File: config.mk
export PLATFORM = sky130hd
export DESIGN_NAME = irq_sticky_agg
export DESIGN_NICKNAME = d
export VERILOG_FILES = /design/src/rtl/irq_agg_pkg.sv /design/src/rtl/irq_src_detect.sv /design/src/rtl/irq_state_bank.sv /design/src/rtl/irq_regbus.sv /design/src/rtl/irq_sticky_agg.sv
export SDC_FILE = /design/constraint.sdc
export NUM_CORES = 1
export LEC_CHECK = 0
export BUFFER_PORTS_ARGS = -buffer_cell sky130_fd_sc_hd__buf_2
export CAP_MARGIN = 40
export CELL_PAD_IN_SITES_DETAIL_PLACEMENT = 2
export CELL_PAD_IN_SITES_GLOBAL_PLACEMENT = 2
export CORE_MARGIN = 2
export CORE_UTILIZATION = 33
export CTS_CLUSTER_DIAMETER = 50
export DETAILED_ROUTE_END_ITERATION = 16
export PLACE_DENSITY = 0.67
export SLEW_MARGIN = 5
export SYNTH_ARGS = -nofsm -noshare
export SYNTH_HDL_FRONTEND = slang
export SYNTH_HIERARCHICAL = 1
export SYNTH_SLANG_ARGS = --single-unit
File: constraint.sdc
create_clock -name clk_i -period 1.61 [get_ports clk_i]
set_input_delay 0.322 -clock clk_i [delete_from_list [all_inputs] [get_ports clk_i]]
set_output_delay 0.322 -clock clk_i [all_outputs]
set_load 0.01 [all_outputs]
File: src/rtl/irq_agg_pkg.sv
package irq_agg_pkg;

   // Byte offsets of the register window (software map)
   localparam logic [7:0] OFS_PEND    = 8'h10;
   localparam logic [7:0] OFS_MASK    = 8'h18;
   localparam logic [7:0] OFS_MASKCLR = 8'h1C;
   localparam logic [7:0] OFS_MASKSET = 8'h20;
   localparam logic [7:0] OFS_IDENT   = 8'h38;
   localparam logic [7:0] OFS_TRIG_R  = 8'h5C;
   localparam logic [7:0] OFS_TRIG_F  = 8'h60;

   // Decoded write strobes, one per writable register path
   typedef struct packed {
      logic pend_w1c;
      logic mask_ld;
      logic mask_set;
      logic mask_clr;
      logic trig_r_ld;
      logic trig_f_ld;
   } agg_wstrb_t;

endpackage

File: src/rtl/irq_src_detect.sv
module irq_src_detect #(
   parameter int unsigned SYNC_STAGES = 2
) (
   input  logic clk_i,
   input  logic rst_ni,
   input  logic src_i,
   input  logic rise_en_i,
   input  logic fall_en_i,
   output logic set_o
);

   localparam int unsigned MSB = SYNC_STAGES - 1;

   if (SYNC_STAGES < 2) begin : g_bad_sync
      $error("irq_src_detect: SYNC_STAGES must be at least 2");
   end

   logic [MSB:0] sync_q;
   logic         prev_q;
   logic         now;
   logic         edge_mode;
   logic         rise_hit;
   logic         fall_hit;

   always_ff @(posedge clk_i or negedge rst_ni) begin
      if (!rst_ni) begin
         sync_q <= '0;
         prev_q <= 1'b0;
      end else begin
         sync_q <= {sync_q[MSB-1:0], src_i};
         prev_q <= sync_q[MSB];
      end
   end

   assign now       = sync_q[MSB];
   assign edge_mode = rise_en_i | fall_en_i;
   assign rise_hit  = rise_en_i & now & ~prev_q;
   assign fall_hit  = fall_en_i & ~now & prev_q;
   assign set_o     = edge_mode ? (rise_hit | fall_hit) : now;


   rise_only_chk: assert property (@(posedge clk_i) disable iff (!rst_ni)
      (rise_en_i && !fall_en_i && set_o) |-> (now && !$past(now)));


   fall_only_chk: assert property (@(posedge clk_i) disable iff (!rst_ni)
      (fall_en_i && !rise_en_i && set_o) |-> (!now && $past(now)));

endmodule

File: src/rtl/irq_state_bank.sv
module irq_state_bank
   import irq_agg_pkg::*;
#(
   parameter int unsigned NUM_SRC = 24
) (
   input  logic               clk_i,
   input  logic               rst_ni,
   input  agg_wstrb_t         wstrb_i,
   input  logic [NUM_SRC-1:0] wdata_i,
   input  logic [NUM_SRC-1:0] set_i,
   output logic [NUM_SRC-1:0] pend_o,
   output logic [NUM_SRC-1:0] mask_o,
   output logic [NUM_SRC-1:0] trig_r_o,
   output logic [NUM_SRC-1:0] trig_f_o
);

   logic [NUM_SRC-1:0] pend_q, pend_d;
   logic [NUM_SRC-1:0] mask_q, mask_d;
   logic [NUM_SRC-1:0] trig_r_q, trig_f_q;
   logic [NUM_SRC-1:0] clr_bits;

   assign clr_bits = wstrb_i.pend_w1c ? wdata_i : '0;

   // Hardware set takes priority over software clear
   always_comb begin
      pend_d = (pend_q & ~clr_bits) | set_i;
   end

   always_comb begin
      mask_d = mask_q;
      if (wstrb_i.mask_ld)  mask_d = wdata_i;
      if (wstrb_i.mask_set) mask_d = mask_q | wdata_i;
      if (wstrb_i.mask_clr) mask_d = mask_q & ~wdata_i;
   end

   always_ff @(posedge clk_i or negedge rst_ni) begin
      if (!rst_ni) begin
         pend_q   <= '0;
         mask_q   <= '0;
         trig_r_q <= '0;
         trig_f_q <= '0;
      end else begin
         pend_q <= pend_d;
         mask_q <= mask_d;
         if (wstrb_i.trig_r_ld) trig_r_q <= wdata_i;
         if (wstrb_i.trig_f_ld) trig_f_q <= wdata_i;
      end
   end

   assign pend_o   = pend_q;
   assign mask_o   = mask_q;
   assign trig_r_o = trig_r_q;
   assign trig_f_o = trig_f_q;


   w1c_clear_chk: assert property (@(posedge clk_i) disable iff (!rst_ni)
      (wstrb_i.pend_w1c && ((wdata_i & ~set_i) != '0))
      |=> ((pend_o & $past(wdata_i & ~set_i)) == '0));


   set_wins_chk: assert property (@(posedge clk_i) disable iff (!rst_ni)
      (set_i != '0) |=> ((pend_o & $past(set_i)) == $past(set_i)));


   mask_set_chk: assert property (@(posedge clk_i) disable iff (!rst_ni)
      wstrb_i.mask_set |=> ((mask_o & $past(wdata_i)) == $past(wdata_i)));


   mask_clr_chk: assert property (@(posedge clk_i) disable iff (!rst_ni)
      wstrb_i.mask_clr |=> ((mask_o & $past(wdata_i)) == '0));


   mask_zero_chk: assert property (@(posedge clk_i) disable iff (!rst_ni)
      (wstrb_i.mask_ld && wdata_i == '0) |=> (mask_o == '0));

endmodule

File: src/rtl/irq_regbus.sv
module irq_regbus
   import irq_agg_pkg::*;
#(
   parameter int unsigned NUM_SRC = 24,
   parameter int unsigned DATA_W  = 32,
   parameter int unsigned ADDR_W  = 8
) (
   input  logic               clk_i,
   input  logic               rst_ni,
   input  logic               wr_en_i,
   input  logic               rd_en_i,
   input  logic [ADDR_W-1:0]  addr_i,
   input  logic [NUM_SRC-1:0] pend_i,
   input  logic [NUM_SRC-1:0] mask_i,
   input  logic [NUM_SRC-1:0] trig_r_i,
   input  logic [NUM_SRC-1:0] trig_f_i,
   output agg_wstrb_t         wstrb_o,
   output logic [DATA_W-1:0]  rd_data_o
);

   localparam logic [ADDR_W-1:0] A_PEND    = ADDR_W'(OFS_PEND);
   localparam logic [ADDR_W-1:0] A_MASK    = ADDR_W'(OFS_MASK);
   localparam logic [ADDR_W-1:0] A_MASKCLR = ADDR_W'(OFS_MASKCLR);
   localparam logic [ADDR_W-1:0] A_MASKSET = ADDR_W'(OFS_MASKSET);
   localparam logic [ADDR_W-1:0] A_IDENT   = ADDR_W'(OFS_IDENT);
   localparam logic [ADDR_W-1:0] A_TRIG_R  = ADDR_W'(OFS_TRIG_R);
   localparam logic [ADDR_W-1:0] A_TRIG_F  = ADDR_W'(OFS_TRIG_F);

   logic [NUM_SRC-1:0] rd_sel;
   logic [DATA_W-1:0]  rd_q;

   always_comb begin
      wstrb_o           = '0;
      wstrb_o.pend_w1c  = wr_en_i && (addr_i == A_PEND);
      wstrb_o.mask_ld   = wr_en_i && (addr_i == A_MASK);
      wstrb_o.mask_clr  = wr_en_i && (addr_i == A_MASKCLR);
      wstrb_o.mask_set  = wr_en_i && (addr_i == A_MASKSET);
      wstrb_o.trig_r_ld = wr_en_i && (addr_i == A_TRIG_R);
      wstrb_o.trig_f_ld = wr_en_i && (addr_i == A_TRIG_F);
   end

   always_comb begin
      case (addr_i)
         A_PEND:    rd_sel = pend_i;
         A_MASK,
         A_MASKCLR,
         A_MASKSET: rd_sel = mask_i;
         A_IDENT:   rd_sel = pend_i & mask_i;
         A_TRIG_R:  rd_sel = trig_r_i;
         A_TRIG_F:  rd_sel = trig_f_i;
         default:   rd_sel = '0;
      endcase
   end

   always_ff @(posedge clk_i or negedge rst_ni) begin
      if (!rst_ni) begin
         rd_q <= '0;
      end else if (rd_en_i) begin
         rd_q <= DATA_W'(rd_sel);
      end
   end

   assign rd_data_o = rd_q;


   upper_zero_chk: assert property (@(posedge clk_i) disable iff (!rst_ni)
      rd_en_i |=> ((rd_data_o >> NUM_SRC) == '0));

endmodule

File: src/rtl/irq_sticky_agg.sv
module irq_sticky_agg
   import irq_agg_pkg::*;
#(
   parameter int unsigned NUM_SRC     = 24,
   parameter int unsigned DATA_W      = 32,
   parameter int unsigned ADDR_W      = 8,
   parameter int unsigned SYNC_STAGES = 2
) (
   input  logic               clk_i,
   input  logic               rst_ni,
   input  logic               wr_en_i,
   input  logic               rd_en_i,
   input  logic [ADDR_W-1:0]  addr_i,
   input  logic [DATA_W-1:0]  wdata_i,
   output logic [DATA_W-1:0]  rd_data_o,
   input  logic [NUM_SRC-1:0] src_i,
   output logic               irq_o
);

   if (NUM_SRC < 1 || NUM_SRC > DATA_W) begin : g_bad_nsrc
      $error("irq_sticky_agg: NUM_SRC must lie in 1..DATA_W");
   end
   if (ADDR_W < 7) begin : g_bad_addr
      $error("irq_sticky_agg: ADDR_W too narrow for the register window");
   end

   agg_wstrb_t         wstrb;
   logic [NUM_SRC-1:0] set_vec;
   logic [NUM_SRC-1:0] pend;
   logic [NUM_SRC-1:0] mask;
   logic [NUM_SRC-1:0] trig_r;
   logic [NUM_SRC-1:0] trig_f;
   logic [NUM_SRC-1:0] ident;
   logic               irq_q;

   if (NUM_SRC < DATA_W) begin : g_hi_bits
      logic unused_wdata_hi;
      assign unused_wdata_hi = ^wdata_i[DATA_W-1:NUM_SRC];
   end

   for (genvar gi = 0; gi < NUM_SRC; gi++) begin : g_src
      irq_src_detect #(
         .SYNC_STAGES(SYNC_STAGES)
      ) i_det (
         .clk_i     (clk_i),
         .rst_ni    (rst_ni),
         .src_i     (src_i[gi]),
         .rise_en_i (trig_r[gi]),
         .fall_en_i (trig_f[gi]),
         .set_o     (set_vec[gi])
      );
   end

   irq_state_bank #(
      .NUM_SRC(NUM_SRC)
   ) i_bank (
      .clk_i    (clk_i),
      .rst_ni   (rst_ni),
      .wstrb_i  (wstrb),
      .wdata_i  (wdata_i[NUM_SRC-1:0]),
      .set_i    (set_vec),
      .pend_o   (pend),
      .mask_o   (mask),
      .trig_r_o (trig_r),
      .trig_f_o (trig_f)
   );

   irq_regbus #(
      .NUM_SRC(NUM_SRC),
      .DATA_W (DATA_W),
      .ADDR_W (ADDR_W)
   ) i_bus (
      .clk_i     (clk_i),
      .rst_ni    (rst_ni),
      .wr_en_i   (wr_en_i),
      .rd_en_i   (rd_en_i),
      .addr_i    (addr_i),
      .pend_i    (pend),
      .mask_i    (mask),
      .trig_r_i  (trig_r),
      .trig_f_i  (trig_f),
      .wstrb_o   (wstrb),
      .rd_data_o (rd_data_o)
   );

   assign ident = pend & mask;

   always_ff @(posedge clk_i or negedge rst_ni) begin
      if (!rst_ni) irq_q <= 1'b0;
      else         irq_q <= |ident;
   end

   assign irq_o = irq_q;


   irq_follow_chk: assert property (@(posedge clk_i) disable iff (!rst_ni)
      1'b1 |=> (irq_o == $past(|(pend & mask))));


   ident_gate_chk: assert property (@(posedge clk_i) disable iff (!rst_ni)
      (mask == '0) |=> (irq_o == 1'b0));

endmodule

======== Yosys cells after proc, flatten, opt, wreduce, memory -nomap -nowiden ========
Index checks and enable logic that the tools add are counted.
cells by class
  equal/unequal tests ..................... 7
  multiplexer cells ....................... 29
  bitwise gates (word level) .............. 199
  reduce and logical (&&, ||, !) cells .... 9
operators by type and width
  kind                count
  $pmux 24 s5         1
  $and 1x1->1         96
  $mux 24             4
  $and 24x24->24      3
  $not 1->1           48
  $not 24->24         2
  $or 1x1->1          48
  $or 24x24->24       2
  $eq 8x5->1 const B  3
  $mux 1              24
  $reduce_or 24->1    1
  $eq 8x6->1 const B  2
  $eq 8x7->1 const B  2
  $logic_and 1x1->1   6
  $reduce_bool 3->1   1
  $reduce_or 3->1     1
word-level totals
  register bits ........................... 193
  input bits .............................. 68
  output and inout port bits .............. 33
  logic and storage cells ................. 298

======== Longest topological paths before layout ========
  depth after elaboration ................. 6
  gate-level depth with buffers ........... 9
  gate-level depth less buffers ........... 6

======== By module ========
Netlist, hierarchy kept.
by module, submodules not included
  module          instances  cells an instance  area an instance (um2)  sequential area each (um2)
  irq_state_bank  1          331                4140.2                  2402.3
  irq_src_detect  24         6                  100.1                   75.1
  irq_regbus      1          197                1786.7                  600.6
  irq_sticky_agg  1          17                 145.1                   25.0

======== Least setup slack after synthesis ========
Ideal clock, no wire load.
  path kind ............................... in2reg
  from .................................... input port addr_i[1]
  to ...................................... register i_bank.trig_f_q[10] (netlist: i_bank/trig_f_o[10])
  setup time .............................. 125 ps
  arrival ................................. 2113 ps
  required time ........................... 1485 ps
  setup slack ............................. -628 ps
  stages .................................. 8
  buffers on the path ..................... 4
  cells stage by stage .................... nor4_2 -> and4_4 -> buf_6 -> clkbuf_1 -> and2_1 -> buf_2 -> buf_2 -> mux2_2
RTL lines
  what                  RTL line              text
  from (decl)           irq_sticky_agg.sv:13  input logic [ADDR_W-1:0] addr_i,
  to (signal assigned)  irq_state_bank.sv:46  if (wstrb_i.trig_f_ld) trig_f_q <= wdata_i;
  to (decl)             irq_state_bank.sv:19  logic [NUM_SRC-1:0] trig_r_q, trig_f_q;

======== Final worst setup path ========
  from .................................... input port addr_i[4]
  to ...................................... register i_bus.rd_q[0] (netlist: i_bus/rd_data_o[0])
on the way
  longest elaborated chain between the ends .. 3
  elaborated cells on any way between the ends .. 9
  those cells by class .................... eq/ne: 7; mux: 1; reduce/logical: 1
ends and longest elaborated chain
  what                                             RTL line          text
  $eq 8x6->1 / $eq 8x5->1 (equally long branches)  irq_regbus.sv:43  case (addr_i)
  $reduce_or 3->1                                  irq_regbus.sv:43
  $pmux 24 s5 (*)                                  irq_regbus.sv:43
  to (signal assigned)                             irq_regbus.sv:59  rd_q <= DATA_W'(rd_sel);
  to (decl)                                        irq_regbus.sv:30  logic [DATA_W-1:0] rd_q;
Mark *: on every way between the ends. The rest lies on a longest branch, timed or not.
A chain may end at the register's enable or synchronous reset.

==> metrics.txt <==
clk buf depth 2; clock period minus worst slack 1710 ps; Core ar. 25200 um^2; reg-to-reg startpoint i_bank/pend_o[5]; initial antenna violation count 0; H-tree depth 4; Final Setup Violations 47; number of buffers created by CTS 17; worst setup margin -97.9 ps; Critical R2R Capture irq_o; GRT Total Usage 0.204; flops & latches, synth 193; row count 58; Starting Density 0.337; top_reg_cell synth dfrtp_1; final period utilization 1.06; post-place setup slack -508 ps; RSZ-0062 raised after global routing yes; share of cells above drive strength 1 0.351; R2R depth 3; worst path required time 1910 ps; Leakage Power 4.92 nW; Setup crit end kind flop; final instance area 10900 um^2; most frequent cell after synthesis dfrtp_1; Worst path depth 9; final estimated routing congestion in global placement 0.779; Netlist cell types 44; non-filler cells, final 1177; clk_lat worst skew 440 ps; Mapped Area 8470 um^2; pin count of the biggest net entering global routing 44; DRC viols 0; Hold WC Path Type in2reg; number of I/O port buffers 84; clk sinks 193; wire per inst 23.6 um; type of origin of the critical path primary input; nets 904; CP max stage cell or4_4; r2r setup slk 190 ps; hold path cells 2; CTS tree done; clock skew 9.04 ps; Buf/Inv on CP 4; Hold Vio Cnt, Final 0; Mapped Avg Cell Area 12.3 um^2; Largest delay share family, worst path simple AND/OR/NAND/NOR gates; gr ovfl total 0; Ys Warns 6; Mapped Cells 689; PwrDens 905 nW/um^2; die area 27000 um^2; first drt pass iteration count 5; Peak VDD IR 0.541 mV; failing checks setup timing; crit path cell chain buf_8 -> nor4b_4 -> buf_4 -> and3_4 -> or4_4 -> o21ai_4 -> buf_12 -> clkbuf_16 -> o22ai_2; Area Growth Syn to Fin 29.1%; post-synth top area share 0.570; number of I/O pins 101; Synth area leader dfrtp_1; Crit Path Class in2reg; synth top area cells dfrtp_1 57%, mux2_2 6.4%, nor3_2 4.7%; ys async rst share 1.00; worst stage delay on the critical path 560 ps; sequential share of the synthesized area 0.570; worst setup path end i_bus/rd_data_o[0]; Final Max Slew Viols 0; Die X 164 um; Fmax achieved 586 MHz; Post-synth EDFFs 0; first-pass GRT wire length 41800 um; placed insts 1109; # diodes 0; vias per cell 5.39; CTS root buffer clkbuf_16; vias in the first global route 7166; DR iter-0 viols 437; Synth top cells by count 193 x dfrtp_1, 70 x nand2_1, 48 x a21o_1, 48 x mux2_2, 40 x nor3_2; Clock Pin Slew Worst Setup and Hold Paths 70 ps; Post-DP Area 9740 um^2; status finished, violations left; vias 6347; detailed-placement wirelength estimate 18200 um; Die Height 164 um; maxcap violations 0; DRT antenna net count 0; Detailed Route WL 27800 um; CP Max Fanout 5; origin of the worst setup path addr_i[4]; CP arrival 2010 ps
[logic make-up (layout without fill, tap and decap cells)]
group / after synthesis / in the layout / share of synthesized area
simple gates: 165 / 166 / 0.118
other cells: 1 / 8 / 0.000443
buf+inv: 74 / 224 / 0.0478
compound gates: 160 / 160 / 0.140
flops: 193 / 193 / 0.570
mux: 96 / 96 / 0.124
[routing by layer]
| metal | vias to the layer above | track usage | share of wire |
|---|---|---|---|
| li1 | 2779 | - | - |
| met1 | 3418 | 0.275 | 0.45 |
| met2 | 123 | 0.341 | 0.50 |
| met3 | 27 | 0.0328 | 0.030 |
| met4 | 0 | 0.0550 | 0.014 |
| met5 | - | 0 | 0 |
[worst min path at each step]
| stage | to | startpoint |
|---|---|---|
| 6_report | i_bank/mask_o[21] | wdata_i[21] |
| 2_1_floorplan | g_src[0].i_det/prev_q | rst_ni |
| 4_1_cts | i_bank/mask_o[21] | wdata_i[21] |
| 3_3_place_gp | g_src[6].i_det/sync_q[0] | rst_ni |
| 5_1_grt | i_bank/mask_o[21] | wdata_i[21] |
| 3_5_place_dp | g_src[6].i_det/sync_q[0] | rst_ni |
[report_power, final]
| part | leakage (nW) | internal, mW | total [mW] | switching (mW) |
|---|---|---|---|---|
| Combinational | 2.26 | 0.310 | 0.680 | 0.370 |
| Sequential | 2.39 | 5.01 | 5.14 | 0.128 |
| Clock | 0.261 | 2.20 | 4.09 | 1.89 |
[worst register-to-register path: stages (launching register included)]
cell and delay (ps):
dfrtp_1 460, a22oi_1 270, nand4_1 130, or3_1 420
[repair_timing]
item	4_1_cts	5_1_grt
gates resized for setup	5	44
buffers inserted	4	4
gates cloned	1	4
hold buffers	25	0
hold endpoints to repair	57	0
pin swaps	2	9
endpoints found under the setup margin	6	43
[area by class of cell]
class	count	area [um^2]
fill	2502	14200
sequential	193	4830
multi-input combinational	430	3590
timing repair buffer	168	1460
clock buffer	21	460
tap	330	413
inverter	26	97.6
clock inverter	9	85.1
[state kept, by name, summed over array words and instances, names as in the netlist]
signal,cells
i_bank/trig_r_o,24
i_bank/mask_o,24
i_bank/trig_f_o,24
i_bus/rd_data_o,24
g_src.i_det/sync_q,48
g_src.i_det/prev_q,24
irq_o,1
i_bank/pend_o,24
[metrics by stage]
step / utilization / power (mW) / hold slack, ps / setup TNS [ps]
3_3_place_gp: 0.387 / 5.77 / 269 / -29720
6_report: 0.435 / 9.91 / 175 / -2460
5_1_grt: 0.435 / 10.3 / 177 / -4830
3_5_place_dp: 0.387 / 5.83 / 278 / -41960
2_1_floorplan: - / 5.44 / 26.4 / -13000
4_1_cts: 0.421 / 9.97 / 168 / 0
[placed cells by master, fill, tap and decap left out, types with 3 or more instances in the layout]
cell and instances:
a21o_1 48, a221oi_1 17, a221oi_2 4, a222oi_1 3
a22o_1 21, a22oi_1 11, buf_12 20, buf_2 80
buf_4 31, buf_6 6, clkbuf_16 20, clkbuf_8 3
clkinv_2 3, clkinvlp_4 3, conb_1 8, dfrtp_1 193
dlygate4sd3_1 25, inv_1 26, mux2_1 24, mux2_2 21
mux2_4 27, mux2i_1 24, nand2_1 70, nand4_1 5
nor3_1 26, nor3_2 42, o21ai_0 22, o22ai_1 12
o22ai_2 7, o22ai_4 5
Power figures use the tool's default switching activity.
